[src/rtl/uart_stat_pkg.sv]
package uart_stat_pkg;
  typedef enum logic [3:0] {
    IIR_NONE = 4'b0001,
    IIR_LINE = 4'b0110,
    IIR_RXDA = 4'b0100,
    IIR_RXTO = 4'b1100,
    IIR_TXEM = 4'b0010,
    IIR_MODM = 4'b0000
  } iir_code_e;

  localparam int ERR_BITS = 4;
endpackage

[src/rtl/uart_err_sticky.sv]
module uart_err_sticky #(
  parameter int N = 4
) (
  input  logic         clk,
  input  logic         rst,
  input  logic         clr,
  input  logic [N-1:0] set,
  output logic [N-1:0] nxt,
  output logic [N-1:0] q
);
  for (genvar i = 0; i < N; i++) begin : g_bit
    // a new error in the read cycle survives the clear
    assign nxt[i] = set[i] | (q[i] & ~clr);
    always_ff @(posedge clk) begin
      if (rst) q[i] <= 1'b0;
      else     q[i] <= nxt[i];
    end
  end

  a_r3_set_sticks: assert property (@(posedge clk) disable iff (rst)
    (set != '0) |=> ((q & $past(set)) == $past(set)));
endmodule

[src/rtl/uart_lsr_gen.sv]
module uart_lsr_gen #(
  parameter int CNT_W = 5
) (
  input  logic             clk,
  input  logic             rst,
  input  logic             fifo_en,
  input  logic [CNT_W-1:0] rx_level,
  input  logic [3:0]       err_nxt,
  input  logic             rx_err_in_fifo,
  input  logic [CNT_W-1:0] tx_level,
  input  logic             tx_shift_busy,
  input  logic             lsr_rd,
  input  logic [3:0]       rx_char_err,
  output logic [7:0]       lsr
);
  logic tx_empty;
  assign tx_empty = (tx_level == '0);

  always_ff @(posedge clk) begin
    if (rst) lsr <= 8'h60;
    else     lsr <= {fifo_en & rx_err_in_fifo,
                     tx_empty & ~tx_shift_busy,
                     tx_empty,
                     err_nxt,
                     rx_level != '0};
  end

  a_r2_data_ready: assert property (@(posedge clk) disable iff (rst)
    (rx_level != '0) |=> lsr[0]);
  a_r4_temt_needs_thre: assert property (@(posedge clk) disable iff (rst)
    lsr[6] |-> lsr[5]);
  a_r3_read_clears: assert property (@(posedge clk) disable iff (rst)
    (lsr_rd && rx_char_err == '0) |=> (lsr[4:1] == 4'b0));
  a_r5_no_fifo_no_err: assert property (@(posedge clk) disable iff (rst)
    !fifo_en |=> !lsr[7]);
endmodule

[src/rtl/uart_irq_arb.sv]
module uart_irq_arb
  import uart_stat_pkg::*;
#(
  parameter int CNT_W = 5
) (
  input  logic             clk,
  input  logic             rst,
  input  logic             fifo_en,
  input  logic [3:0]       ier,
  input  logic [3:0]       err_nxt,
  input  logic [CNT_W-1:0] rx_level,
  input  logic             rx_trig_hit,
  input  logic             rx_timeout,
  input  logic [CNT_W-1:0] tx_level,
  input  logic             modem_change,
  output logic [3:0]       iir,
  output logic             irq
);
  iir_code_e code;
  logic line_p, rxda_p, rxto_p, txem_p, modm_p;

  always_comb begin
    line_p = ier[2] & (err_nxt != '0);
    if (fifo_en) begin
      rxda_p = ier[0] & rx_trig_hit;
      rxto_p = ier[0] & rx_timeout;
    end else begin
      rxda_p = ier[0] & (rx_level != '0);
      rxto_p = 1'b0;
    end
    txem_p = ier[1] & (tx_level == '0);
    modm_p = ier[3] & modem_change;

    if (line_p)      code = IIR_LINE;
    else if (rxda_p) code = IIR_RXDA;
    else if (rxto_p) code = IIR_RXTO;
    else if (txem_p) code = IIR_TXEM;
    else if (modm_p) code = IIR_MODM;
    else             code = IIR_NONE;
  end

  always_ff @(posedge clk) begin
    if (rst) begin
      iir <= IIR_NONE;
      irq <= 1'b0;
    end else begin
      iir <= code;
      irq <= (code != IIR_NONE);
    end
  end

  a_r10_irq_vs_code: assert property (@(posedge clk) disable iff (rst)
    irq == !iir[0]);
  a_r8_polled_rx_quiet: assert property (@(posedge clk) disable iff (rst)
    (fifo_en && !ier[0]) |=> (iir != IIR_RXDA && iir != IIR_RXTO));
  a_r6_line_first: assert property (@(posedge clk) disable iff (rst)
    (ier[2] && err_nxt != '0) |=> (iir == IIR_LINE));
  a_r9_tx_independent: assert property (@(posedge clk) disable iff (rst)
    (ier[1] && !ier[2] && !ier[0] && tx_level == '0) |=> (iir == IIR_TXEM));
endmodule

[src/rtl/uart_fifo_stat.sv]
module uart_fifo_stat #(
  parameter int FIFO_DEPTH = 16,
  parameter int CNT_W      = $clog2(FIFO_DEPTH + 1)
) (
  input  logic             clk,
  input  logic             rst,
  input  logic             fifo_en,
  input  logic [3:0]       ier,
  input  logic [CNT_W-1:0] rx_level,
  input  logic [3:0]       rx_char_err,
  input  logic             rx_err_in_fifo,
  input  logic             rx_trig_hit,
  input  logic             rx_timeout,
  input  logic [CNT_W-1:0] tx_level,
  input  logic             tx_shift_busy,
  input  logic             modem_change,
  input  logic             lsr_rd,
  output logic [7:0]       lsr,
  output logic [3:0]       iir,
  output logic             irq
);
  import uart_stat_pkg::*;

  logic [ERR_BITS-1:0] err_nxt, err_q;

  uart_err_sticky #(.N(ERR_BITS)) u_err (
    .clk(clk), .rst(rst), .clr(lsr_rd), .set(rx_char_err),
    .nxt(err_nxt), .q(err_q)
  );

  uart_lsr_gen #(.CNT_W(CNT_W)) u_lsr (
    .clk(clk), .rst(rst), .fifo_en(fifo_en), .rx_level(rx_level),
    .err_nxt(err_nxt), .rx_err_in_fifo(rx_err_in_fifo),
    .tx_level(tx_level), .tx_shift_busy(tx_shift_busy),
    .lsr_rd(lsr_rd), .rx_char_err(rx_char_err), .lsr(lsr)
  );

  uart_irq_arb #(.CNT_W(CNT_W)) u_arb (
    .clk(clk), .rst(rst), .fifo_en(fifo_en), .ier(ier), .err_nxt(err_nxt),
    .rx_level(rx_level), .rx_trig_hit(rx_trig_hit), .rx_timeout(rx_timeout),
    .tx_level(tx_level), .modem_change(modem_change), .iir(iir), .irq(irq)
  );

  a_r1_err_mirror: assert property (@(posedge clk) disable iff (rst)
    lsr[4:1] == err_q);
endmodule

[config.mk]
export PLATFORM = sky130hd
export DESIGN_NAME = uart_fifo_stat
export DESIGN_NICKNAME = d
export VERILOG_FILES = /design/src/rtl/uart_stat_pkg.sv /design/src/rtl/uart_err_sticky.sv /design/src/rtl/uart_lsr_gen.sv /design/src/rtl/uart_irq_arb.sv /design/src/rtl/uart_fifo_stat.sv
export SDC_FILE = /design/constraint.sdc
export NUM_CORES = 1
export LEC_CHECK = 0
export BUFFER_PORTS_ARGS = -buffer_cell sky130_fd_sc_hd__buf_2
export CORE_AREA = 2 2 39 41
export CTS_CLUSTER_DIAMETER = 40
export DETAILED_ROUTE_END_ITERATION = 16
export DIE_AREA = 0 0 41 43
export PLACE_DENSITY = 0.75
export SLEW_MARGIN = 5
export SYNTH_ARGS = -nofsm -noshare
export SYNTH_HDL_FRONTEND = slang
export SYNTH_SLANG_ARGS = --single-unit
[constraint.sdc]
create_clock -name clk -period 2.4 [get_ports clk]
set_input_delay 0.12 -clock clk [delete_from_list [all_inputs] [get_ports clk]]
set_output_delay 0.12 -clock clk [all_outputs]
set_load 0.05 [all_outputs]
==> results of run 1 <==
cell type report:
cell class,count,area (um^2),area share [%]
timing repair buffer,39,195.2,27.76
clock buffer,4,26.28,3.737
inverter,2,7.507,1.068
multi-input combinational,33,193.9,27.58
tap,16,20.02,2.847
sequential,13,260.3,37.01
worst max-delay path: stages (launching register included):
cell and delay [ns]:
dfxtp_1 0.36, nor4_1 0.06, o21ai_0 0.27, and2b_2 0.28, a31o_1 0.17
cells in the mapped netlist (2+ instances only):
| cell type | n | area (um^2) |
|---|---|---|
| a21oi_1 | 4 | 20.02 |
| nor2_1 | 9 | 33.78 |
| dfxtp_1 | 13 | 260.3 |
| nand2_1 | 2 | 7.510 |
| a31oi_1 | 2 | 12.51 |
| o21ai_0 | 2 | 10.01 |
| inv_1 | 2 | 7.510 |
worst min-delay path by stage:
stage                        from           end  slack [ns]  depth (start not counted)
finish                rx_trig_hit  u_arb.iir[3]        0.02                          2
global placement      rx_trig_hit  u_arb.iir[3]        0.31                          2
detailed placement    rx_trig_hit  u_arb.iir[3]        0.30                          2
floorplan             rx_trig_hit  u_arb.iir[3]        0.20                          1
CTS                   rx_trig_hit  u_arb.iir[3]        0.01                          2
global route        tx_shift_busy  u_lsr.lsr[6]        0.04                          2
kinds of logic after synthesis:
| group | after synthesis | share of synthesized area, % |
|---|---|---|
| compound gates | 12 | 17.20 |
| buf+inv | 3 | 2.419 |
| flops | 13 | 55.91 |
| simple gates | 21 | 24.47 |
where the power goes:
| group | switching (uW) | total, uW | leakage [uW] | internal [uW] |
|---|---|---|---|---|
| clock | 65.3 | 130 | 0.0000150 | 64.3 |
| sequential | 4.71 | 234 | 0.000109 | 229 |
| combinational | 73.7 | 109 | 0.000236 | 35.5 |
layer usage:
layer  vias to the layer above  global-route usage (%)  share of wire [%]
met1                       224                   15.69                 40
met4                         0                   8.000                1.3
met5                         -                       0                  0
met3                         2                   4.712                7.9
li1                        260                       -                  -
met2                        20                   23.13                 51
sequential cells by signal, indices dropped and copies added, names as in the netlist:
register,cells
u_arb.irq,1
u_arb.iir,4
u_lsr.lsr,8
per-stage QoR:
step,instances,power [uW]
global route,107,496.0
floorplan,49,308.8
global placement,103,346.8
CTS,107,480.1
detailed placement,103,348.8
finish,107,472.4
==> results.cfg, run 1 <==
[global_routing]
antenna_found_initial = 0
grt_pass1_wl_mm = 1.676
grtUsageTotal_pct = 14.43
gr-total-overflow = 0
grt_pass1_vias = 435
grt_max_degree = 11

[route]
routedWlPerCell_um = 10.32
drc = 0
dr.pass1.iters = 4
ant_nets = 0
viasPerCell = 4.729
wl_mm = 1.104
drt_iter0_drc = 9
vias = 506

[clocking]
cts_inserted_buffers = 3
cts_tree = yes
path_clk_slew_ns = 0.07
cts_root_buf = clkbuf_4
cts_buffer_depth = 2
postCtsSetupRepairBufs = 0
cts_hold_buf = 0
htree_levels = 1
insertion_delay_ns = 0.27
cts-resized-gates = 0
clock_sinks = 13

[critical_path]
crit_start = u_lsr.lsr[3]
r2r_slack_ns = 1.16
cp_max_fo = 3
arrival_ns = 1.40
endpoint_kind = flop
r2r_start = u_lsr.lsr[3]
cp.required_ns = 2.57
r2r_cells = 4
reg2reg_to = u_arb.iir[0]
worstSetupPathType = reg2reg
critPathCapture = u_arb.iir[0]
startpoint_type = flop

[final_layout]
final_common_cell = buf_2
finalCoreUtilization_pct = 50.81
layout.nets = 119
areaGrowthSynthToFinish_pct = 51.08
num_antenna_cells = 0
n_fill_cell = 149
drive_gt1_share_pct = 51.65
final_cell_mix = buf_2, dfxtp_1, nor2_1
fin_area_um2 = 703.2

[timing]
fmax_mhz = 808.0
slew_violations = 0
grt_setup_unrepaired = false
hold_slack_ns = 0.02233
tightest_slew_ns = 0.3069
relSlewSlack_pct = 79.32
setup_viol = 0
tns_ns = 0
fin_ws_ns = 1.162
skew_ns = 0.0006001
layout_min_cycle_time_ns = 1.238
hold_violations = 0
finalCritPeriodShare_pct = 51.57

[yosys]
syn_nets = 76
ys.warnings.count = 0
synth.distinct_cells = 22
synth_edf_count = 0
ys_seq_area_share_pct = 55.91
synth_cells = 49
ys_ff_latch = 13
synthFlopType = dfxtp_1
synth.avg_cell_area_um2 = 9.499
netlist_area_um2 = 465.4
postSynth.asyncResetShare_pct = 0

[floorplanning]
die_y_um = 43
pin_count = 40
die_w_um = 41
core_um2 = 1384
start_util_pct = 33.63
row_count = 14
die_area_um2 = 1763

[place]
placed_cell_area_um2 = 676.9
port_buffers = 39
place.gp.congestion = 0.6473
dp_slack_ns = 1.056

[power]
p_leak_uw = 0.0003592
power_density_nw_per_um2 = 671.8
ir_drop_uv = 249.0

[status]
outcome = complete, no violations

[run]
maxCapViolations = 0

[hold_path]
hp-class = in2reg
Power figures use the tool's default switching activity.
==> run 2: changes to the inputs <==
--- a/config.mk
+++ b/config.mk
@@ -6,10 +6,9 @@
 export NUM_CORES = 1
 export LEC_CHECK = 0
 export BUFFER_PORTS_ARGS = -buffer_cell sky130_fd_sc_hd__buf_2
-export CORE_AREA = 2 2 39 41
+export CORE_UTILIZATION = 35
 export CTS_CLUSTER_DIAMETER = 40
 export DETAILED_ROUTE_END_ITERATION = 16
-export DIE_AREA = 0 0 41 43
 export PLACE_DENSITY = 0.75
 export SLEW_MARGIN = 5
 export SYNTH_ARGS = -nofsm -noshare
==> constraint.sdc (replaced) <==
create_clock -name clk -period 1.2 [get_ports clk]
set_input_delay 0.06 -clock clk [delete_from_list [all_inputs] [get_ports clk]]
set_output_delay 0.06 -clock clk [all_outputs]
set_load 0.05 [all_outputs]
==> results.cfg, run 2 (synthesis gave the netlist of run 1 again) <==
[timing]
relSlewSlack_pct = 73.49
grt_setup_unrepaired = true
finalCritPeriodShare_pct = 97.88
setup_viol = 0
hold_violations = 0
skew_ns = 0.0005595
hold_slack_ns = 0.009055
fmax_mhz = 851.4
tightest_slew_ns = 0.3926
slew_violations = 0
tns_ns = 0
layout_min_cycle_time_ns = 1.175

[floorplanning]
die_y_um = 38.47
pin_count = 40
die_w_um = 38.47
die_area_um2 = 1480
row_count = 12
core_um2 = 1171
start_util_pct = 39.74

[final_layout]
seqCellArea_um2 = 275.3
num_antenna_cells = 0
reg_top3 = u_lsr.lsr x8, u_arb.iir x4, u_arb.irq x1
final_common_cell = buf_2
areaGrowthSynthToFinish_pct = 72.31
regMostFlops = u_lsr.lsr
largest_reg_flops = 8
multi_input_area_um2 = 212.7
layout.nets = 126
final_cell_mix = buf_2, nor2_1, dfxtp_1
finalCoreUtilization_pct = 68.48
drive_gt1_share_pct = 55.10
n_fill_cell = 100

[critical_path]
r2r_slack_ns = 0.03
crit_chain = nor4_4, o21ai_2, and2b_2, a31o_1
cp_max_fo = 3
cp.required_ns = 1.43
cp_slowest_cell = dfxtp_4
worst-path-buf-inv = 0
arrival_ns = 1.40
reg2reg_to = u_arb.iir[0]
crit_family = simple AND/OR/NAND/NOR gates
r2r_start = u_lsr.lsr[2]
worstSetupPathType = reg2reg
slowest_delay_ns = 0.36
crit_start = u_lsr.lsr[2]
startpoint_type = flop
endpoint_kind = flop
r2r_cells = 4

[status]
outcome = complete, no violations

[global_routing]
grt_max_degree = 11
grtUsageTotal_pct = 18.49
grt_pass1_vias = 420
gr-total-overflow = 0
grt_pass1_wl_mm = 1.718
antenna_found_initial = 0

[clocking]
path_clk_slew_ns = 0.07
cts_buffer_depth = 2
cts_inserted_buffers = 3
htree_levels = 1
insertion_delay_ns = 0.28
postCtsSetupRepairBufs = 0
clock_sinks = 13
cts_tree = yes
cts_root_buf = clkbuf_4

[route]
dr.pass1.iters = 4
vias = 564
viasPerCell = 5.036
drc = 0
wl_mm = 1.239
ant_nets = 0
drt_iter0_drc = 12
routedWlPerCell_um = 11.06

[run]
maxCapViolations = 0

[hold_path]
whs_endpoint = u_lsr.lsr[1]
worstHoldStart = rx_char_err[0]
holdPathStages = 3
hp-class = in2reg

[power]
p_leak_uw = 0.0003946
ir_drop_uv = 637.4
power_uw = 983.0
power_density_nw_per_um2 = 1226

[place]
place.gp.congestion = 0.7370
port_buffers = 39
[run 2: cell types whose count changed in the layout (fill, tap and decap cells not counted), sizes merged]
| cell | previous run | this run |
|---|---|---|
| buf | 39 | 40 |
| dlygate4sd3 | 0 | 6 |
[run 2: what timing repair did]
action	4_1_cts	5_1_grt
hold buffers	5	1
endpoints found under the setup margin	3	3
pin swaps	0	2
endpoints found under the hold margin	5	1
resized for setup	1	2
[run 2: worst max path at each step]
stage	end	slack [ns]	cells after the start
2_1_floorplan	u_arb.irq	0.008	4
3_3_place_gp	u_arb.irq	-0.05	5
3_5_place_dp	u_arb.irq	-0.06	5
4_1_cts	u_arb.iir[0]	0.008	4
5_1_grt	u_arb.iir[0]	-0.03	4
6_report	u_arb.iir[0]	0.03	4
[run 2: layout make-up]
class / instances / share of cell area [%]
multi-input combinational: 33 / 26.52
clock buffer: 4 / 3.276
tap: 14 / 2.184
timing repair buffer: 46 / 32.76
inverter: 2 / 0.9360
sequential: 13 / 34.32
[run 2: layer usage]
layer | wire length (um) | GRT usage [%]
met5 | 0 | 0
met4 | 19 | 10.34
met3 | 99 | 11.05
met2 | 622 | 30.08
met1 | 497 | 17.99
[run 2: report_power, final]
group,internal (uW),switching (uW)
combinational,89.2,153
clock,129,141
sequential,455,14.9
total,674,309
[run 2: worst min-delay path, stage by stage]
cell     delay [ns]
buf_2          0.09
a21oi_1        0.04
nor2_1         0.07
[run 2: metrics by stage]
stage,std cells,setup WS (ns),cell area [um^2]
global placement,102,-0.04530,696.9
CTS,111,0.008403,779.5
floorplan,49,0.007718,480.5
finish,112,0.02549,802.0
global route,112,-0.02915,802.0
detailed placement,102,-0.06368,696.9
==> run 3: changes to the inputs <==
--- a/config.mk
+++ b/config.mk
@@ -5,7 +5,7 @@
 export SDC_FILE = /design/constraint.sdc
 export NUM_CORES = 1
 export LEC_CHECK = 0
-export BUFFER_PORTS_ARGS = -buffer_cell sky130_fd_sc_hd__buf_2
+export BUFFER_PORTS_ARGS = -buffer_cell sky130_fd_sc_hd__buf_4
 export CORE_UTILIZATION = 35
 export CTS_CLUSTER_DIAMETER = 40
 export DETAILED_ROUTE_END_ITERATION = 16
==> results.cfg, run 3 (synthesis gave the netlist of run 1 again) <==
[route]
routedWlPerCell_um = 11.68
viasPerCell = 4.730
ant_nets = 0
wl_mm = 1.297
drt_iter0_drc = 2
dr.pass1.iters = 2
drc = 0
vias = 525

[critical_path]
cp_max_fo = 3
endpoint_kind = flop
reg2reg_to = u_arb.irq
r2r_start = u_lsr.lsr[2]
r2r_slack_ns = 0.04
startpoint_type = flop
arrival_ns = 1.33
worstSetupPathType = reg2reg
r2r_cells = 4
cp.required_ns = 1.36

[final_layout]
regMostFlops = u_lsr.lsr
fin_area_um2 = 879.6
finalCoreUtilization_pct = 75.11
final_common_cell = buf_4
areaGrowthSynthToFinish_pct = 88.98
layout.nets = 125
final_cell_mix = buf_4, nor2_1, dfxtp_1
drive_gt1_share_pct = 56.70
num_antenna_cells = 0
reg_top3 = u_lsr.lsr x8, u_arb.iir x4, u_arb.irq x1
largest_reg_flops = 8

[floorplanning]
row_count = 12
die_area_um2 = 1480
die_y_um = 38.47
core_um2 = 1171
pin_count = 40
start_util_pct = 39.74
die_w_um = 38.47

[place]
port_buffers = 39
placed_cell_area_um2 = 794.5
hpwlAfterDp_mm = 1.041
place.gp.congestion = 0.7384

[timing]
relSlewSlack_pct = 83.83
setup_viol = 0
finalCritPeriodShare_pct = 97.01
fmax_mhz = 859.0
tightest_slew_ns = 0.2395
slew_violations = 0
hold_violations = 0
grt_setup_unrepaired = true
layout_min_cycle_time_ns = 1.164
skew_ns = 0.0004829

[clocking]
htree_levels = 1
cts_tree = yes
cts_inserted_buffers = 3
cts_root_buf = clkbuf_4
clock_sinks = 13
cts_buffer_depth = 2
path_clk_slew_ns = 0.08
insertion_delay_ns = 0.27

[power]
p_leak_uw = 0.0004189
power_density_nw_per_um2 = 1149
power_uw = 1011
ir_drop_uv = 847.6

[global_routing]
grt_pass1_vias = 452
antenna_found_initial = 0
grt_pass1_wl_mm = 2.007
grt_max_degree = 11
grtUsageTotal_pct = 20.92
gr-total-overflow = 0

[hold_path]
hp-class = in2reg
whs_endpoint = u_lsr.lsr[2]
holdPathStages = 3
worstHoldStart = rx_char_err[1]

[run]
maxCapViolations = 0

[status]
outcome = complete, no violations
run 3: how the worst max path moves through the flow:
stage,from,end,slack [ns],cells past startpoint
2_1_floorplan,u_lsr.lsr[3],u_arb.irq,0.008,4
5_1_grt,u_lsr.lsr[2],u_arb.iir[0],-0.05,4
4_1_cts,u_lsr.lsr[3],u_arb.irq,0.0004,4
3_3_place_gp,rx_level[0],u_arb.irq,-0.07,5
6_report,u_lsr.lsr[2],u_arb.irq,0.04,4
3_5_place_dp,rx_level[0],u_arb.irq,-0.09,5
run 3: area by class of cell:
class / count / area (um^2)
Fill cell: 88 / 291.5
Clock buffer: 4 / 26.28
Sequential cell: 13 / 275.3
Tap cell: 14 / 17.52
Timing Repair Buffer: 45 / 347.8
Inverter: 2 / 7.507
Multi-Input combinational cell: 33 / 205.2
run 3: timing repair:
item / in CTS / in global routing
hold buffers: 4 / 0
hold endpoints to repair: 4 / 0
setup endpoints to repair: 0 / 3
gates resized for setup: 0 / 2
buffers inserted: 0 / 1
run 3: critical path, cell delays in order, from the launching register on:
cell,delay [ns]
dfxtp_4,0.35
nor4_2,0.25
o21ai_1,0.13
and2b_2,0.25
a31oi_1,0.07
run 3: power by group:
part / total, uW / switching (uW) / internal, uW
logic: 276 / 152 / 124
clock network: 266 / 137 / 129
registers: 469 / 13.6 / 456
run 3: stage by stage:
stage	setup WS [ns]	std cells	hold WS (ns)	TNS [ns]
final	0.03582	111	0.01005	0
after detailed placement	-0.08538	102	0.2415	-0.2083
after global routing	-0.04595	111	0.01171	-0.08624
after floorplan	0.007718	49	0.1374	0
after global placement	-0.06537	102	0.2384	-0.1435
after CTS	0.0004406	110	0.01199	0
run 3: layer usage:
metal	vias to the layer above	wire [um]	share of wire [%]	track usage, %
li1	270	-	-	-
met2	22	654	50	35.17
met4	0	14	1.1	7.759
met5	-	0	0	0
met3	2	98	7.6	9.302
met1	231	530	41	22.97
